File: config.mk
export PLATFORM = sky130hd
export DESIGN_NAME = errlog_top
export DESIGN_NICKNAME = d
export VERILOG_FILES = /design/src/rtl/errlog_pkg.sv /design/src/rtl/errlog_ctrl.sv /design/src/rtl/errlog_datapath.sv /design/src/rtl/errlog_top.sv
export SDC_FILE = /design/constraint.sdc
export NUM_CORES = 1
export LEC_CHECK = 0
export BUFFER_PORTS_ARGS = -buffer_cell sky130_fd_sc_hd__buf_2
export CORE_ASPECT_RATIO = 1.2
export CORE_MARGIN = 5
export CORE_UTILIZATION = 41
export DETAILED_ROUTE_END_ITERATION = 10
export HOLD_SLACK_MARGIN = 0.06
export PLACE_DENSITY_LB_ADDON = 0.15
export SYNTH_ARGS = -nofsm -noshare
export SYNTH_HDL_FRONTEND = slang
export SYNTH_SLANG_ARGS = --single-unit
File: constraint.sdc
create_clock -name clk -period 1.4 [get_ports clk]
set_clock_uncertainty 0.15 [all_clocks]
set_input_delay 0.07 -clock clk [delete_from_list [all_inputs] [get_ports clk]]
set_output_delay 0.07 -clock clk [all_outputs]
set_load 0.01 [all_outputs]
File: src/rtl/errlog_pkg.sv
package errlog_pkg;
  localparam int ERR_MASTERS  = 2;
  localparam int ERR_TYPE_W   = 4;
  localparam int FLD_LOCK_BIT = ERR_TYPE_W;
  localparam int ADR_LOCK_BIT = ERR_TYPE_W + 1;
  localparam int STAT_W       = ERR_TYPE_W + 2;

  typedef struct packed {
    logic [ERR_MASTERS-1:0] fieldWr;
    logic [ERR_MASTERS-1:0] takeAddrLock;
    logic [ERR_MASTERS-1:0] clrHit;
    logic                   addrWr;
  } strobes_t;
endpackage

File: src/rtl/errlog_ctrl.sv
module errlog_ctrl
  import errlog_pkg::*;
#(
  parameter int ID_W  = 3,
  parameter int SEL_W = 2
) (
  input  logic                   errValid,
  input  logic [ID_W-1:0]        errMaster,
  input  logic                   errLockReq,
  input  logic                   regWrEn,
  input  logic [SEL_W-1:0]       regSel,
  input  logic [ERR_MASTERS-1:0] fieldLockQ,
  input  logic [ERR_MASTERS-1:0] addrLockQ,
  output strobes_t               strb
);
  logic anyAddrLock;
  logic [ERR_MASTERS-1:0] idHit;
  logic [ERR_MASTERS-1:0] selHit;

  assign anyAddrLock = |addrLockQ;

  for (genvar g = 0; g < ERR_MASTERS; g++) begin : gDecode
    localparam logic [ID_W-1:0]  MID = ID_W'(g);
    localparam logic [SEL_W-1:0] MSEL = SEL_W'(g);
    assign idHit[g]  = errValid && (errMaster == MID);
    assign selHit[g] = regWrEn && (regSel == MSEL);
  end

  always_comb begin
    strb = '0;
    for (int m = 0; m < ERR_MASTERS; m++) begin
      strb.fieldWr[m]      = idHit[m] && !fieldLockQ[m];
      strb.takeAddrLock[m] = idHit[m] && !fieldLockQ[m] && errLockReq && !anyAddrLock;
      strb.clrHit[m]       = selHit[m];
    end
    strb.addrWr = (|strb.fieldWr) && !anyAddrLock;
  end
endmodule

File: src/rtl/errlog_datapath.sv
module errlog_datapath
  import errlog_pkg::*;
#(
  parameter int ADDR_W = 32,
  parameter int DATA_W = 32,
  parameter int SEL_W  = 2
) (
  input  logic                               clk,
  input  logic                               rstN,
  input  strobes_t                           strb,
  input  logic [ERR_TYPE_W-1:0]              errType,
  input  logic                               errLockReq,
  input  logic [ADDR_W-1:0]                  errAddr,
  input  logic [SEL_W-1:0]                   regSel,
  input  logic [DATA_W-1:0]                  regWrData,
  output logic [ERR_MASTERS-1:0][STAT_W-1:0] statusQ,
  output logic [ADDR_W-1:0]                  addrQ,
  output logic [DATA_W-1:0]                  regRdData
);
  logic [STAT_W-1:0] clrMask;
  assign clrMask = regWrData[STAT_W-1:0];

  always_ff @(posedge clk) begin
    if (!rstN) begin
      statusQ <= '0;
    end else begin
      for (int m = 0; m < ERR_MASTERS; m++) begin
        if (strb.fieldWr[m]) begin
          statusQ[m][ERR_TYPE_W-1:0] <= errType;
          statusQ[m][FLD_LOCK_BIT]   <= errLockReq;
          statusQ[m][ADR_LOCK_BIT]   <= (statusQ[m][ADR_LOCK_BIT]
                                         & ~(strb.clrHit[m] & clrMask[ADR_LOCK_BIT]))
                                        | strb.takeAddrLock[m];
        end else if (strb.clrHit[m]) begin
          statusQ[m] <= statusQ[m] & ~clrMask;
        end
      end
    end
  end

  always_ff @(posedge clk) begin
    if (!rstN) addrQ <= '0;
    else if (strb.addrWr) addrQ <= errAddr;
  end

  always_comb begin
    regRdData = '0;
    for (int m = 0; m < ERR_MASTERS; m++) begin
      if (regSel == SEL_W'(m)) regRdData = DATA_W'(statusQ[m]);
    end
    if (regSel == SEL_W'(ERR_MASTERS)) regRdData = DATA_W'(addrQ);
  end
endmodule

File: src/rtl/errlog_top.sv
module errlog_top
  import errlog_pkg::*;
#(
  parameter int ID_W   = 3,
  parameter int ADDR_W = 32,
  parameter int DATA_W = 32,
  localparam int SEL_W = $clog2(ERR_MASTERS + 1)
) (
  input  logic                  clk,
  input  logic                  rstN,
  input  logic                  errValid,
  input  logic [ERR_TYPE_W-1:0] errType,
  input  logic [ID_W-1:0]       errMaster,
  input  logic                  errLockReq,
  input  logic [ADDR_W-1:0]     errAddr,
  input  logic [SEL_W-1:0]      regSel,
  input  logic                  regWrEn,
  input  logic [DATA_W-1:0]     regWrData,
  output logic [DATA_W-1:0]     regRdData
);
  strobes_t                           strb;
  logic [ERR_MASTERS-1:0][STAT_W-1:0] statusQ;
  logic [ADDR_W-1:0]                  addrQ;
  logic [ERR_MASTERS-1:0]             fieldLockQ;
  logic [ERR_MASTERS-1:0]             addrLockQ;

  for (genvar g = 0; g < ERR_MASTERS; g++) begin : gLockTap
    assign fieldLockQ[g] = statusQ[g][FLD_LOCK_BIT];
    assign addrLockQ[g]  = statusQ[g][ADR_LOCK_BIT];
  end

  errlog_ctrl #(.ID_W(ID_W), .SEL_W(SEL_W)) uCtrl (
    .errValid   (errValid),
    .errMaster  (errMaster),
    .errLockReq (errLockReq),
    .regWrEn    (regWrEn),
    .regSel     (regSel),
    .fieldLockQ (fieldLockQ),
    .addrLockQ  (addrLockQ),
    .strb       (strb)
  );

  errlog_datapath #(.ADDR_W(ADDR_W), .DATA_W(DATA_W), .SEL_W(SEL_W)) uData (
    .clk        (clk),
    .rstN       (rstN),
    .strb       (strb),
    .errType    (errType),
    .errLockReq (errLockReq),
    .errAddr    (errAddr),
    .regSel     (regSel),
    .regWrData  (regWrData),
    .statusQ    (statusQ),
    .addrQ      (addrQ),
    .regRdData  (regRdData)
  );
endmodule

==> impl_summary.md, run 1 <==
Run status
The flow ran to the end, and the final reports show no timing, DRC or antenna violations.

Layout
The number of nets at the end of the flow is 457. The count of inserted antenna diode cells is 0. In the final layout, the share of cells above drive strength 1 is 0.295. The count of cells in the finished layout, fillers not included, comes to 440. The filler cell count is around 430. In the final layout, flip-flops and latches occupy ~880 um2. The core occupancy in the finished layout is 0.639. The multi-input combinational cells in the finished layout cover a total of 0.00112 mm2. From synthesis to final layout, the design area changed by 49.7%.

Floorplanning
Row generation in the floorplan step produced 28 rows. The placeable core area is between 0.004 and 0.005 mm2. The die covers around 0.0067 mm2.

The initial utilization of the core area, before any placement, comes to 0.427. The chip width is roughly 76 um. The floorplan step set the die height to between 80 and 90 um. The I/O pin count is 110.

Timing
Setup violations remaining at the end of the flow were counted as 0. The slew at the pin closest to its max-slew limit is about 0.28 ns. The final clock period utilization by the worst path is 0.959. On the final layout, the worst hold slack is roughly 0.088 ns.

For this run, the top clock speed supported by timing is 745 MHz. The routed design could run at a clock period as short as approximately 1.3 ns. The number of slew-limit violations in the final report is 0. The headroom to the max-slew limit is 0.814. The total count of hold-check failures in the final report was 0.

Worst setup path
In this run the worst path has a maximum fanout of 3. For the worst setup path, the data arrival time is ~1.1 ns. STA classifies the critical path endpoint as an output pin. The depth of the worst register-to-register path is 4. STA classifies the critical path startpoint as a flip-flop. The class of the most critical setup path is flip-flop to output pin. The endpoint required time on the critical path is about 1.2 ns.

Global route
For this run, the total global-route usage over all layers was measured as 0.167. The total overflow left after global routing is 0. The number of global-route vias before repair is just over 2k. The largest net degree at the start of global routing is between 40 and 50. The first global-routing pass estimated roughly 8.6 mm of wire. The number of antenna violations at the first check in global routing was 0.

Route
For this run, design rule violations remaining after detail routing come to 0. The wire length reported by the detailed router is ~5.4 mm. The via density per instance is roughly 4.7.

The number of DRC violations after detailed-routing iteration 0 is 45. The detail route stage leaves a number of antenna-violating nets equal to 0. The number of search-and-repair iterations in the first detailed-routing pass is 4.

The number of vias in the routed layout is between 2k and 2.5k. In the final routed layout, each cell accounts on average for approximately 12 um.

Power and ir drop
The overall power of the completed layout is 2.53 mW. The combinational cell fraction of total power is 0.161. The standby leakage power is about 1.4 nW. The relative contribution of sequential cells to total power is 0.515. The net load switching power is between 0.6 and 0.7 mW.

The share of total power dissipated in the clock network is 0.324. IR analysis of the VDD net gives a maximum drop of slightly below 500 uV. The internal power of the cells is ~1.9 mW. The switching part of the total is 0.243. In this run the power density over the cells is just under 800 mW/mm2.

CTS
The H-tree level count is 2. The post-CTS setup buffer count is 0. CTS saw 44 sinks. The tree is rooted in a clkbuf_8.

The clock transition at the registers of the reported paths is roughly 0.080 ns. The TritonCTS clock tree is built. The number of buffers on the longest clock path is 2. The number of buffers created by CTS is 5. The clock latency on the worst-skew pair is roughly 0.29 ns.

Place
The sum of net half-perimeters after detailed placement is 3.61 mm. The total instance count after detailed placement is 388. The congestion estimate from routability-driven global placement came to just under 0.8. The number of input and output port buffers inserted is 83.

Yosys
In the post-synthesis netlist, the biggest area contributors are dfxtp_1, mux2i_1, nand2_1. The number of nets produced by synthesis is between 300 and 400. Counting instances in the post-synthesis netlist gives the leading cell types as nand2_1, dfxtp_1, mux2i_1. The flip-flop and latch count after synthesis is 44. The Yosys step of the flow raised 0 warnings. In the synthesized netlist, the number of instances is between 200 and 250. Summing every instance area after synthesis gives between 0.002 and 0.0025 mm2. The async set-or-reset flop fraction in the synthesized netlist is 0. The number of enable-type register cells in the synthesized netlist is 0.

Of the post-synthesis cell area, the dominant cell type holds 0.415. The leading area contributor after synthesis is dfxtp_1. The count of unique library cells instantiated by Yosys is 22.

The synthesized area per cell is around 8.5 um2. The flip-flop cell with the highest count after synthesis is dfxtp_1. Of the synthesized area, sequential elements account for 0.415. Among all cell types in the netlist, the one instantiated most often is nand2_1.

Flow run
The total of max-cap violations is 0.

Hold path
The kind of path behind the tightest hold check is primary input to flip-flop. Along the worst hold path, the cell count comes to 5.
[sequential cells by signal, summed over array words and instances (netlist names)]
name,count
uData.addrQ,32
uData.statusQ,12
[metrics by stage]
step                      TNS (ns)  instance area (um2)  setup WS, ns
final                            0                 3180        0.0580
after floorplan                  0                 2120        0.0702
after global routing      -0.00379                 3180      -0.00206
after CTS                        0                 3160        0.0160
after global placement           0                 2620        0.0504
after detailed placement  -0.00645                 2620      -0.00645
[routing by layer]
layer	vias to the layer above	track usage	share of wire
met2	57	0.313	0.53
met4	0	0.0525	0.013
met3	8	0.0443	0.065
met5	-	0	0
met1	937	0.177	0.40
li1	1083	-	-
[power by group through the flow]
| stage | Combinational [mW] | Clock [mW] | Sequential, mW |
|---|---|---|---|
| floorplan | 0.178 | 0 | 1.33 |
| global placement | 0.306 | 0 | 1.33 |
| detailed placement | 0.310 | 0 | 1.33 |
| CTS | 0.406 | 0.859 | 1.30 |
| global route | 0.451 | 0.906 | 1.31 |
| finish | 0.406 | 0.818 | 1.30 |
[critical path, stage by stage, from the launching register on]
cell and delay [ns]:
dfxtp_1 0.38, mux2i_1 0.08, o21ai_0 0.19, buf_2 0.17
[logic make-up after synthesis]
kind of cell           count (synthesis)  share of synthesized area
and+or+nand+nor                      112                      0.244
DFF                                   44                      0.415
muxes                                 38                      0.179
AOI/OAI and AO/OA                     33                     0.0943
buffers and inverters                 22                     0.0672
[worst paths after layout]
| kind | startpoint | endpoint | slack (ns) |
|---|---|---|---|
| setup / recovery | uData.statusQ[11]$_SDFFE_PN0P_ | regRdData[5] | 0.06 |
| hold reg to reg | uData.addrQ[15]$_SDFFE_PN0P_ | uData.addrQ[15]$_SDFFE_PN0P_ | 0.30 |
| setup reg to reg | uData.statusQ[4]$_SDFFE_PN0P_ | uData.addrQ[30]$_SDFFE_PN0P_ | 0.08 |
| hold / removal | errMaster[0] | uData.statusQ[4]$_SDFFE_PN0P_ | 0.09 |
[cell type report]
type	instances	share of cell area
Multi-Input combinational cell	183	0.353
Timing Repair Buffer	139	0.310
Sequential cell	44	0.277
Clock buffer	6	0.0260
Tap cell	60	0.0236
Inverter	6	0.00709
Clock inverter	2	0.00315
[layout by cell type (no fill, tap or decap), drive strengths merged, types with 6 or more instances in the layout]
cell / synthesis / routed
buf: 7 / 95
o21ai: 18 / 18
dlygate4sd3: 0 / 44
o22ai: 8 / 8
clkbuf: 9 / 6
and2: 26 / 26
dfxtp: 44 / 44
mux2i: 38 / 38
nand2: 76 / 76
inv: 6 / 6
[timing repair]
item / CTS / global route
hold buffers: 44 / 1
hold endpoints to repair: 44 / 2
setup endpoints to repair: 3 / 25
pin swaps: 1 / 0
cloned: 0 / 0
resized for setup: 1 / 4
Note: power is estimated with default switching activity, not from simulation.
==> inputs of run 2 (changes only) <==
--- a/config.mk
+++ b/config.mk
@@ -5,6 +5,7 @@
 export SDC_FILE = /design/constraint.sdc
 export NUM_CORES = 1
 export LEC_CHECK = 0
+export ABC_AREA = 1
 export BUFFER_PORTS_ARGS = -buffer_cell sky130_fd_sc_hd__buf_2
 export CORE_ASPECT_RATIO = 1.2
 export CORE_MARGIN = 5
==> run 2 against run 1 <==
Net effect:
- cell area rose by 14%
- setup slack got worse by 0.021 ns
- power increased by 7.8%
- count of clock-buffer cells in the layout grew 1
==> impl_summary.md, run 2 <==
Run status
The flow ran to the end, and the final reports show no timing, DRC or antenna violations.

Worst setup path
The number of buffers and inverters on the critical path is 3. STA puts the critical path data arrival time at approximately 1.4 ns. On the critical path the largest part of the delay comes from buffers and inverters. The worst setup path is of the flip-flop to flip-flop kind. The kind of capture point of the worst setup path is a flip-flop. Of all nets on the critical path, the largest fanout is 8. Traced cell by cell, the critical path runs through inv_2 > nand2_2 > a21oi_4 > buf_12 > clkbuf_16 > nand3_2 > nand2_1 > nor2_1. The nature of the critical path startpoint is a flip-flop. The highest-delay cell along the critical path is dfxtp_2. At the worst endpoint, the required time is between 1 and 1.5 ns. On the worst path, the slowest cell contributes a delay of 0.33 ns.

Timing
The final worst hold slack is 0.0710 ns. Setup slack on the critical path of the routed design comes to 0.0371 ns. The achievable frequency is 734 MHz. The slew at the pin closest to its max-slew limit is around 0.30 ns. The worst pin sits at a relative slew slack of 0.797. Setup violations remaining at the end of the flow were counted as 0. The number of slew-limit violations in the final report is 0. The final total negative setup slack is 0 ns.

Setup repair after global routing could not meet its margin everywhere. Of the available clock period, the critical path in the final layout requires 0.973. The total count of hold-check failures in the final report is 0. Subtracting the final worst setup slack from the clock period gives 1.36 ns.

Hold path
The path class of the tightest hold or removal check is primary input to flip-flop.

Yosys
The count of unique library cells instantiated by Yosys is 15. The async set-or-reset flop fraction in the synthesized netlist is 0. Of the post-synthesis cell area, the dominant cell type holds 0.393. By count the netlist is led by inv_1, nor2_1, nand2_1. The number of warning messages in the yosys log is 0. Of the synthesized area, sequential elements account for 0.393.

The synthesized area per cell is around 6.2 um2. The most frequent cell after synthesis is inv_1. The number of enable-type register cells in the synthesized netlist is 0. The flip-flop and latch count after synthesis is 44.

The number of nets produced by synthesis is 441. The cell area that synthesis handed to floorplanning was 0.00224 mm2. The number of instances in the synthesized netlist is 363.

dfxtp_1 takes more of the synthesized area than any other cell. Yosys attributes the largest share of cell area to dfxtp_1, inv_1, nor2_1. The flip-flop cell with the highest count after synthesis is dfxtp_1.

Layout
The share of final-layout standard cells stronger than drive strength 1 is 0.275. In the final layout, the multi-input gates occupy around 0.0011 mm2. 0 antenna diodes ended up in the layout. The register area is ~900 um2.

The register with the most flip-flops in the layout has 32 of them. The number of nets at the end of the flow is approximately 580. The library cells used most frequently in the layout, excluding fill and tap cells, are buf_2, inv_1, nor2_1. Leaving out fill and tap cells, the most frequent cell in the layout is buf_2. From synthesis to final layout, the design area changed by 61.7%. The filler cell count is about 480.

The largest registers in the layout are uData.addrQ: 32 flops, uData.statusQ: 12 flops. The register with the most flip-flops is uData.addrQ.

Power and ir drop
Dividing total power by cell area gives a power density of ~750 mW/mm2. The internal power of the cells is around 2.0 mW. The analysis attributes to cell leakage a power of between 1.5 and 2 nW. The net load switching power is 0.723 mW.

Across the VDD grid, the largest voltage drop is approximately 520 uV. Of the total power, combinational logic draws 0.205. The clock group share of total power is 0.305. Of the total power, the share spent switching nets is 0.265. The share of total power dissipated in sequential elements is 0.490.

Global route
The total grt overflow is 0. The number of global-route vias before repair is 2470. The largest net degree at the start of global routing is 42. The first global-routing pass estimated around 11 mm of wire. The number of antenna violations at the first check in global routing came to 0. The global-route usage over all layers is 0.182.

Route
Before antenna repair, the detailed router went through 4 iterations. The residual antenna-violating net count after detailed routing is 0. The wire length reported by the detailed router is 6.58 mm.

The via density per instance is between 4 and 5. The number of vias in the routed layout is between 2k and 3k. The number of DRC violations after detailed-routing iteration 0 is 78. In the routed design, unresolved DRC markers number 0.

In the final routed layout, each cell accounts on average for roughly 12 um.

Place
The sum of net half-perimeters after detailed placement is roughly 3.8 mm. At the end of routability-driven placement, the weighted congestion stood at ~0.8. Timing analysis after detailed placement gives a worst setup slack of -0.0187 ns. During placement, the flow inserted port buffers numbering 83.

Flow run
Across the run, the number of max-cap violations was 0.

Floorplanning
The placeable core area is 0.00530 mm2. The initialized floorplan defines 29 standard-cell rows. The effective utilization at floorplan is 0.423. The die height is ~90 um. The die is slightly below 80 um wide. The I/O pin count is 110. The floorplan step defined a die boundary enclosing around 0.007 mm2.

CTS
The number of buffers created by CTS is 5. The H-tree level count is 2. The root buffer cell chosen for the clock tree is clkbuf_8. In this run the deepest clock path goes through 2 buffers. The clock latency on the worst-skew pair is between 0.2 and 0.3 ns.

The TritonCTS clock tree is built. The TritonCTS sink count is 44. The clock transition at the registers of the reported paths is about 0.090 ns.
[run 2: cell count changes in the layout (fill, tap and decap cells not counted), moves of 18 or more]
cell,change
and2_1,-26
inv_1,+63
nand2_1,-20
mux2i_1,-38
a21oi_1,+41
nand3_2,+18
nor2_1,+65
[run 2: cell families after synthesis]
family                 count (synthesis)  share of synthesized area
AO/OA/AOI/OAI                         64                      0.149
buffers and inverters                 89                      0.156
flip-flops                            44                      0.393
AND/OR/NAND/NOR                      166                      0.303
[run 2: power groups by stage]
| stage | clock network [mW] | logic [mW] | registers [mW] |
|---|---|---|---|
| floorplan | 0 | 0.234 | 1.35 |
| global placement | 0 | 0.404 | 1.36 |
| detailed placement | 0 | 0.407 | 1.36 |
| CTS | 0.857 | 0.530 | 1.33 |
| global route | 0.903 | 0.628 | 1.34 |
| finish | 0.830 | 0.559 | 1.33 |
[run 2: path summary, 6_finish.rpt]
kind / startpoint / endpoint / slack (ns) / cells past startpoint
min: errMaster[2] / uData.statusQ[6]$_SDFFE_PN0P_ / 0.07 / 5
min reg2reg: uData.statusQ[7]$_SDFFE_PN0P_ / uData.statusQ[7]$_SDFFE_PN0P_ / 0.32 / 2
max: uData.statusQ[10]$_SDFFE_PN0P_ / uData.addrQ[25]$_SDFFE_PN0P_ / 0.04 / 8
max reg2reg: uData.statusQ[10]$_SDFFE_PN0P_ / uData.addrQ[25]$_SDFFE_PN0P_ / 0.04 / 8
[run 2: worst register-to-register path, delay by kind of cell (launching register included)]
family	cells	cell delay, ns
flip-flops	1	0.33
AND/OR/NAND/NOR	4	0.23
AO/OA/AOI/OAI	1	0.17
buffers and inverters	3	0.41
[run 2: area by class of cell]
cell class | instances | area share
clock inverters | 1 | 0.00207
repair buffers | 146 | 0.325
flip-flops and latches | 44 | 0.243
clock buffers | 7 | 0.0238
inverters | 71 | 0.0734
well taps | 62 | 0.0214
multi-input cells | 230 | 0.311
[run 2: metal layers]
metal,global-route usage,vias to the layer above,share of wire
li1,-,1387,-
met1,0.207,1145,0.42
met5,0,-,0
met4,0.0473,0,0.0093
met2,0.332,65,0.50
met3,0.0505,5,0.066
[run 2: timing repair]
item	in CTS	in global routing
setup buffers	2	2
gates cloned	2	3
endpoints found under the hold margin	44	0
hold buffers	45	0
gates resized for setup	6	23
pin swaps	1	7
setup endpoints to repair	17	32
[run 2: per-stage QoR]
step	utilization	cell area (um2)	instances	power, mW
2_1_floorplan	-	2240	363	1.59
3_3_place_gp	0.534	2830	501	1.76
3_5_place_dp	0.534	2830	501	1.77
4_1_cts	0.656	3480	558	2.72
5_1_grt	0.685	3630	561	2.87
6_report	0.685	3630	561	2.72
